`src/rtl/cmode_pkg.sv`:
```
package cmode_pkg;

    typedef enum logic [1:0] {
        MODE_FULL = 2'b00,
        MODE_FAST = 2'b01,
        MODE_SAFE = 2'b10
    } op_mode_e;

    typedef struct packed {
        op_mode_e mode;
        logic     chg;
    } mode_reg_t;

    localparam int N_EVT   = 4;
    localparam int EVT_INS = 0;
    localparam int EVT_LSU = 1;
    localparam int EVT_MIS = 2;
    localparam int EVT_XMS = 3;

endpackage

```
`src/rtl/cmode_period_timer.sv`:
```
module cmode_period_timer #(
    parameter int PERIOD_CYCLES = 1024
) (
    input  logic clk,
    input  logic rst_n,
    output logic period_end
);
    localparam int TMR_W = (PERIOD_CYCLES > 2) ? $clog2(PERIOD_CYCLES) : 1;
    localparam logic [TMR_W-1:0] LAST = TMR_W'(PERIOD_CYCLES - 1);

    logic [TMR_W-1:0] tmr_d, tmr_q;

    assign period_end = (tmr_q == LAST);

    always_comb begin
        tmr_d = period_end ? '0 : tmr_q + 1'b1;
    end

    always_ff @(posedge clk or negedge rst_n) begin
        if (!rst_n) tmr_q <= '0;
        else        tmr_q <= tmr_d;
    end

    // the timer restarts after every closing edge and never runs past the last count
    assert_timer_wrap_R2: assert property (@(posedge clk) disable iff (!rst_n)
        period_end |=> (tmr_q == '0));
    assert_timer_range_R2: assert property (@(posedge clk) disable iff (!rst_n)
        tmr_q <= LAST);

endmodule

```
`src/rtl/cmode_event_counter.sv`:
```
module cmode_event_counter #(
    parameter int CNT_W = 16
) (
    input  logic             clk,
    input  logic             rst_n,
    input  logic             clear,
    input  logic             evt,
    output logic [CNT_W-1:0] count
);
    localparam logic [CNT_W-1:0] CNT_MAX = '1;

    logic [CNT_W-1:0] cnt_d, cnt_q;

    always_comb begin
        if (clear)                          cnt_d = CNT_W'(evt);
        else if (evt && (cnt_q != CNT_MAX)) cnt_d = cnt_q + 1'b1;
        else                                cnt_d = cnt_q;
    end

    always_ff @(posedge clk or negedge rst_n) begin
        if (!rst_n) cnt_q <= '0;
        else        cnt_q <= cnt_d;
    end

    assign count = cnt_q;

    // outside a restart the count never goes down, so it cannot wrap
    assert_no_wrap_R9: assert property (@(posedge clk) disable iff (!rst_n)
        !clear |=> (cnt_q >= $past(cnt_q)));
    // after a restart the count holds only the pulse seen on the closing edge
    assert_restart_R7: assert property (@(posedge clk) disable iff (!rst_n)
        clear |=> (cnt_q == CNT_W'($past(evt))));

endmodule

```
`src/rtl/cmode_decider.sv`:
```
module cmode_decider
    import cmode_pkg::*;
#(
    parameter int CNT_W    = 16,
    parameter int THR_W    = 8,
    parameter int PEN_W    = 10,
    parameter int OVH_W    = 24,
    parameter int LAT_SAVE = 1
) (
    input  logic [CNT_W-1:0] ins_cnt,
    input  logic [CNT_W-1:0] lsu_cnt,
    input  logic [CNT_W-1:0] mis_cnt,
    input  logic [CNT_W-1:0] xms_cnt,
    input  logic [THR_W-1:0] limit,
    input  logic [PEN_W-1:0] penalty,
    output logic             rate_hit,
    output logic             fast_win,
    output op_mode_e         pick
);
    localparam int MILLE_W = 10;
    localparam int L_W     = CNT_W + MILLE_W;
    localparam int R_W     = CNT_W + THR_W;
    localparam int CMP_W   = ((L_W > R_W) ? L_W : R_W) + 1;
    localparam int COST_W  = CNT_W + PEN_W;
    localparam int BEN_W   = CNT_W + $clog2(LAT_SAVE + 1);
    localparam int RAW_W   = (COST_W > BEN_W) ? COST_W : BEN_W;
    localparam int WIDE_W  = ((RAW_W > OVH_W) ? RAW_W : OVH_W) + 1;
    localparam int CAP     = (2 ** (OVH_W - 1)) - 1;

    logic [CMP_W-1:0]        lhs, rhs;
    logic [WIDE_W-1:0]       cost_raw, ben_raw;
    logic [OVH_W-2:0]        cost_sat, ben_sat;
    logic signed [OVH_W-1:0] overhead;

    always_comb begin
        lhs = CMP_W'(mis_cnt) * CMP_W'(1000);
        rhs = CMP_W'(limit) * CMP_W'(ins_cnt);
        rate_hit = (lhs > rhs);

        cost_raw = WIDE_W'(xms_cnt) * WIDE_W'(penalty);
        ben_raw  = WIDE_W'(lsu_cnt) * WIDE_W'(LAT_SAVE);
        cost_sat = (cost_raw > WIDE_W'(CAP)) ? (OVH_W-1)'(CAP) : cost_raw[OVH_W-2:0];
        ben_sat  = (ben_raw  > WIDE_W'(CAP)) ? (OVH_W-1)'(CAP) : ben_raw[OVH_W-2:0];
        overhead = $signed({1'b0, cost_sat}) - $signed({1'b0, ben_sat});
        fast_win = overhead[OVH_W-1];

        if (rate_hit)      pick = MODE_SAFE;
        else if (fast_win) pick = MODE_FAST;
        else               pick = MODE_FULL;
    end

endmodule

```
`src/rtl/cache_mode_governor.sv`:
```
module cache_mode_governor
    import cmode_pkg::*;
#(
    parameter int PERIOD_CYCLES = 1024,
    parameter int CNT_W         = 16,
    parameter int THR_W         = 8,
    parameter int PEN_W         = 10,
    parameter int OVH_W         = 24,
    parameter int LAT_SAVE      = 1
) (
    input  logic             clk,
    input  logic             rst_n,
    input  logic             inst_evt,
    input  logic             lsu_evt,
    input  logic             miss_evt,
    input  logic             xmiss_evt,
    input  logic [THR_W-1:0] mpki_limit,
    input  logic [PEN_W-1:0] miss_penalty,
    output logic [1:0]       mode,
    output logic             mode_change
);
    logic             period_end;
    logic [N_EVT-1:0] evt_vec;
    logic [CNT_W-1:0] cnt [N_EVT];
    logic             rate_hit, fast_win;
    op_mode_e         pick;
    mode_reg_t        st_d, st_q;

    assign evt_vec[EVT_INS] = inst_evt;
    assign evt_vec[EVT_LSU] = lsu_evt;
    assign evt_vec[EVT_MIS] = miss_evt;
    assign evt_vec[EVT_XMS] = xmiss_evt;

    cmode_period_timer #(.PERIOD_CYCLES(PERIOD_CYCLES)) u_timer (
        .clk(clk), .rst_n(rst_n), .period_end(period_end)
    );

    for (genvar g = 0; g < N_EVT; g++) begin : g_cnt
        cmode_event_counter #(.CNT_W(CNT_W)) u_cnt (
            .clk(clk), .rst_n(rst_n), .clear(period_end),
            .evt(evt_vec[g]), .count(cnt[g])
        );
    end

    cmode_decider #(
        .CNT_W(CNT_W), .THR_W(THR_W), .PEN_W(PEN_W),
        .OVH_W(OVH_W), .LAT_SAVE(LAT_SAVE)
    ) u_decide (
        .ins_cnt(cnt[EVT_INS]), .lsu_cnt(cnt[EVT_LSU]),
        .mis_cnt(cnt[EVT_MIS]), .xms_cnt(cnt[EVT_XMS]),
        .limit(mpki_limit), .penalty(miss_penalty),
        .rate_hit(rate_hit), .fast_win(fast_win), .pick(pick)
    );

    always_comb begin
        st_d     = st_q;
        st_d.chg = 1'b0;
        if (period_end) begin
            st_d.mode = pick;
            st_d.chg  = (pick != st_q.mode);
        end
    end

    always_ff @(posedge clk or negedge rst_n) begin
        if (!rst_n) st_q <= '{mode: MODE_FULL, chg: 1'b0};
        else        st_q <= st_d;
    end

    assign mode        = st_q.mode;
    assign mode_change = st_q.chg;

    // the mode stays put between closing edges
    assert_hold_mid_period_R2: assert property (@(posedge clk) disable iff (!rst_n)
        !period_end |=> $stable(mode));
    // a miss-rate hit at the closing edge leads to low-power
    assert_rate_wins_R3: assert property (@(posedge clk) disable iff (!rst_n)
        (period_end && rate_hit) |=> (mode == MODE_SAFE));
    // a negative overhead without a miss-rate hit leads to high-speed
    assert_fast_pick_R4: assert property (@(posedge clk) disable iff (!rst_n)
        (period_end && !rate_hit && fast_win) |=> (mode == MODE_FAST));
    // a non-negative overhead without a miss-rate hit leads to normal
    assert_full_pick_R5: assert property (@(posedge clk) disable iff (!rst_n)
        (period_end && !rate_hit && !fast_win) |=> (mode == MODE_FULL));
    // a new mode value always comes with the strobe, and the strobe lasts one cycle
    assert_strobe_on_change_R8: assert property (@(posedge clk) disable iff (!rst_n)
        (mode != $past(mode)) |-> mode_change);
    assert_strobe_single_R8: assert property (@(posedge clk) disable iff (!rst_n)
        mode_change |=> !mode_change);
    // the mode code is always one of the three legal values
    assert_legal_code_R1: assert property (@(posedge clk) disable iff (!rst_n)
        mode != 2'b11);

endmodule

```
`config.mk`:
```
export PLATFORM = sky130hd
export DESIGN_NAME = cache_mode_governor
export DESIGN_NICKNAME = d
export VERILOG_FILES = /design/src/rtl/cmode_pkg.sv /design/src/rtl/cmode_period_timer.sv /design/src/rtl/cmode_event_counter.sv /design/src/rtl/cmode_decider.sv /design/src/rtl/cache_mode_governor.sv
export SDC_FILE = /design/constraint.sdc
export NUM_CORES = 1
export LEC_CHECK = 0
export ABC_CLOCK_PERIOD_IN_PS = 7050
export BUFFER_PORTS_ARGS = -buffer_cell sky130_fd_sc_hd__buf_2
export CORE_MARGIN = 2
export CORE_UTILIZATION = 59
export DETAILED_ROUTE_END_ITERATION = 16
export PLACE_DENSITY = 0.78
export SLEW_MARGIN = 20
export SYNTH_ARGS = -nofsm -noshare
export SYNTH_HDL_FRONTEND = slang
export SYNTH_HIERARCHICAL = 1
export SYNTH_SLANG_ARGS = --single-unit
export TNS_END_PERCENT = 10
```
`constraint.sdc`:
```
create_clock -name clk -period 7.05 [get_ports clk]
set_clock_uncertainty 0.1 [all_clocks]
set_input_delay 1.0575 -clock clk [delete_from_list [all_inputs] [get_ports clk]]
set_output_delay 1.0575 -clock clk [all_outputs]
set_load 0.05 [all_outputs]
```
==> summary.md <==
| Metric | Value |
|---|---|
| Final setup vio count | `3` |
| Area of the multi-input gates | `13,800 um2` |
| Outcome | `complete, but fails checks` |
| Die area | `between 20,000 and 30,000 um2` |
| TritonRoute pass-1 iters | `6` |
| Post-Syn Nets | `2,333` |
| Initial antenna violation count | `0` |
| Sequential Area | `slightly below 2000 um2` |
| Vias/cell | `5.85` |
| Maxcap violations | `0` |
| Buffer depth of the longest clock path | `2` |
| Period minus WS final | `slightly below 8000 ps` |
| GRT Overall Usage | `roughly 28%` |
| Most used cell, CP | `fa_1` |
| Setup CP Type | `input port to flop` |
| Min Hold Slack | `between 300 and 400 ps` |
| CTS HTree Levels | `3` |
| Routed wire per std cell | `~17 um` |
| Worst slew pin tran | `about 900 ps` |
| Final Hold Viols | `0` |
| DP Wirelength | `about 34,000 um` |
| CTS tree | `done` |
| Synthesized area | `16,800 um2` |
| Drt total wl | `40,900 um` |
| Worst Hold Class | `flop to flop` |
| Setup WS post-layout | `-713 ps` |
| Fmax | `129 MHz` |
| Routing usage on met1 | `36.2%` |
| Final Slew Violations | `0` |
| GRT busiest layer | `met2` |
| Ys Warns | `6` |
| RSZ-0062 raised after global routing | `yes` |
| Via count | `approximately 14,000` |
| Final Cycle Share | `110%` |
| Layout Nets | `~2,500` |
| First-pass GRT wire length | `70,800 um` |
| CTS sink count | `between 70 and 80` |
| Die Span X | `about 170 um` |
| DRC violations left | `0` |
| Post-route antenna net violation count | `0` |
| Largest stage delay, worst path | `roughly 540 ps` |
| Worst Setup End Kind | `flop` |
| Setup Buffers After CTS | `0` |
| Grt total ovfl | `0` |
| Cells after synthesis | `1,862` |
| CP startpoint kind | `input port` |
| Critical path required time | `about 7200 ps` |
| PortBufs | `26` |
| Routability cong. | `between 0.9 and 1` |
| Final TNS setup | `-1660 ps` |
| CTS root buf | `clkbuf_16` |
| Routing usage on met3 | `under 10%` |
| FILL cells | `between 2,000 and 2,500` |
| Clk slew on worst S/H paths | `approximately 70 ps` |
| Final Core Density | `69.1%` |
| Synthesized area per cell | `around 9.0 um2` |
| Layout cells sized above 1 | `17.5%` |
| Insertion delay to the later sink of the worst-skew pair | `~360 ps` |
| Failing checks | `negative setup slack` |
| Met2 usage | `51.0%` |
| Number of buffers created by CTS | `9` |
| Layout area overhead | `15.0%` |
| Max-slew headroom | `about two fifths` |
| Critical Path AT | `around 7900 ps` |
| Initial core utilization | `60.1%` |
| Vias in the first global route | `15,100` |
| Slowest cell on crit path | `fa_1` |
| Largest net degree at the start of global routing | `58` |
| Io pins | `27` |
| Rows | `slightly above 60` |
| DRT iter0 DRCs | `~1,000` |
| Ant diodes | `0` |
| Crit path max fanout | `8` |
| DP Worst Slack | `-1240 ps` |
| Die H | `173 um` |
| Core Area | `around 28,000 um2` |
==> cells in the final DEF (no fill, tap or decap), drive strengths merged, types with 5 or more instances in the layout <==
cell	n
inv	271
fa	248
buf	244
nand2	201
ha	199
and2	141
a21oi	89
dfrtp	77
nor2	59
nand3	48
o21ai	45
nor3	36
xor2	28
xnor2	27
o31ai	26
a21o	25
nor4	24
or4	24
nand4	22
or3	19
nor2b	18
and4	15
and3	15
a211oi	14
a31oi	13
o21a	12
o211ai	11
clkbuf	11
nand2b	9
a211o	9
mux2	8
mux2i	7
o21bai	6
a2111oi	6
nand3b	5
a41oi	5
a31o	5
==> sequential cells by signal (all words and copies together), names as in the netlist <==
register	count
g_cnt.u_cnt/count	64
mode	2
mode_change	1
u_timer/tmr_q	10
==> worst max-delay path: cells and delay by family <==
family                   cells  cell delay [ps]
AO/OA/AOI/OAI                7             1310
adder cells (fa/ha/maj)      7             3050
multiplexers                 1              130
AND/OR/NAND/NOR             10             1730
XOR/XNOR                     1              150
buffers and inverters        5              430
==> per-layer routing <==
metal / vias to the layer above / share of wire, %
met4: 0 / 3.0
met2: 424 / 52
met1: 7100 / 41
met3: 98 / 4.4
met5: - / 0
li1: 6666 / -
==> repair_timing <==
| item | in CTS | in global routing |
|---|---|---|
| hold buffers | 0 | 0 |
| pin swaps | 30 | 7 |
| setup endpoints to repair | 3 | 3 |
| gates resized for setup | 26 | 18 |
==> final timing paths <==
kind	to	depth (start not counted)	slack, ps	start
max	mode_change$_DFF_PN0_	31	-710	miss_penalty[2]
min	u_timer/tmr_q[8]$_DFF_PN0_	1	370	u_timer/tmr_q[8]$_DFF_PN0_
max reg2reg	mode_change$_DFF_PN0_	28	-590	g_cnt[3].u_cnt/count[6]$_DFFE_PN0P_
min reg2reg	u_timer/tmr_q[8]$_DFF_PN0_	1	370	u_timer/tmr_q[8]$_DFF_PN0_
max in group asynchronous	g_cnt[3].u_cnt/count[8]$_DFFE_PN0P_	2	5300	rst_n
min in group asynchronous	g_cnt[1].u_cnt/count[9]$_DFFE_PN0P_	1	560	rst_n
==> final cells by class <==
type                            instances  area share, %
Multi-Input combinational cell       1459           71.4
Sequential cell                        77           9.98
Clock inverter                          6          0.266
Clock buffer                           10           1.24
Inverter                              267           5.19
Tap cell                              378           2.45
Timing Repair Buffer                  245           9.50
==> through the flow <==
| stage | cell area, um2 | std cells |
|---|---|---|
| after floorplan | 17100 | 1862 |
| final | 19300 | 2442 |
| after global placement | 18900 | 2426 |
| after global routing | 19300 | 2442 |
| after detailed placement | 18900 | 2426 |
| after CTS | 19200 | 2442 |
Power is not shown: default switching activity piles up to over one toggle a cycle in this logic, so the estimate is an artifact.
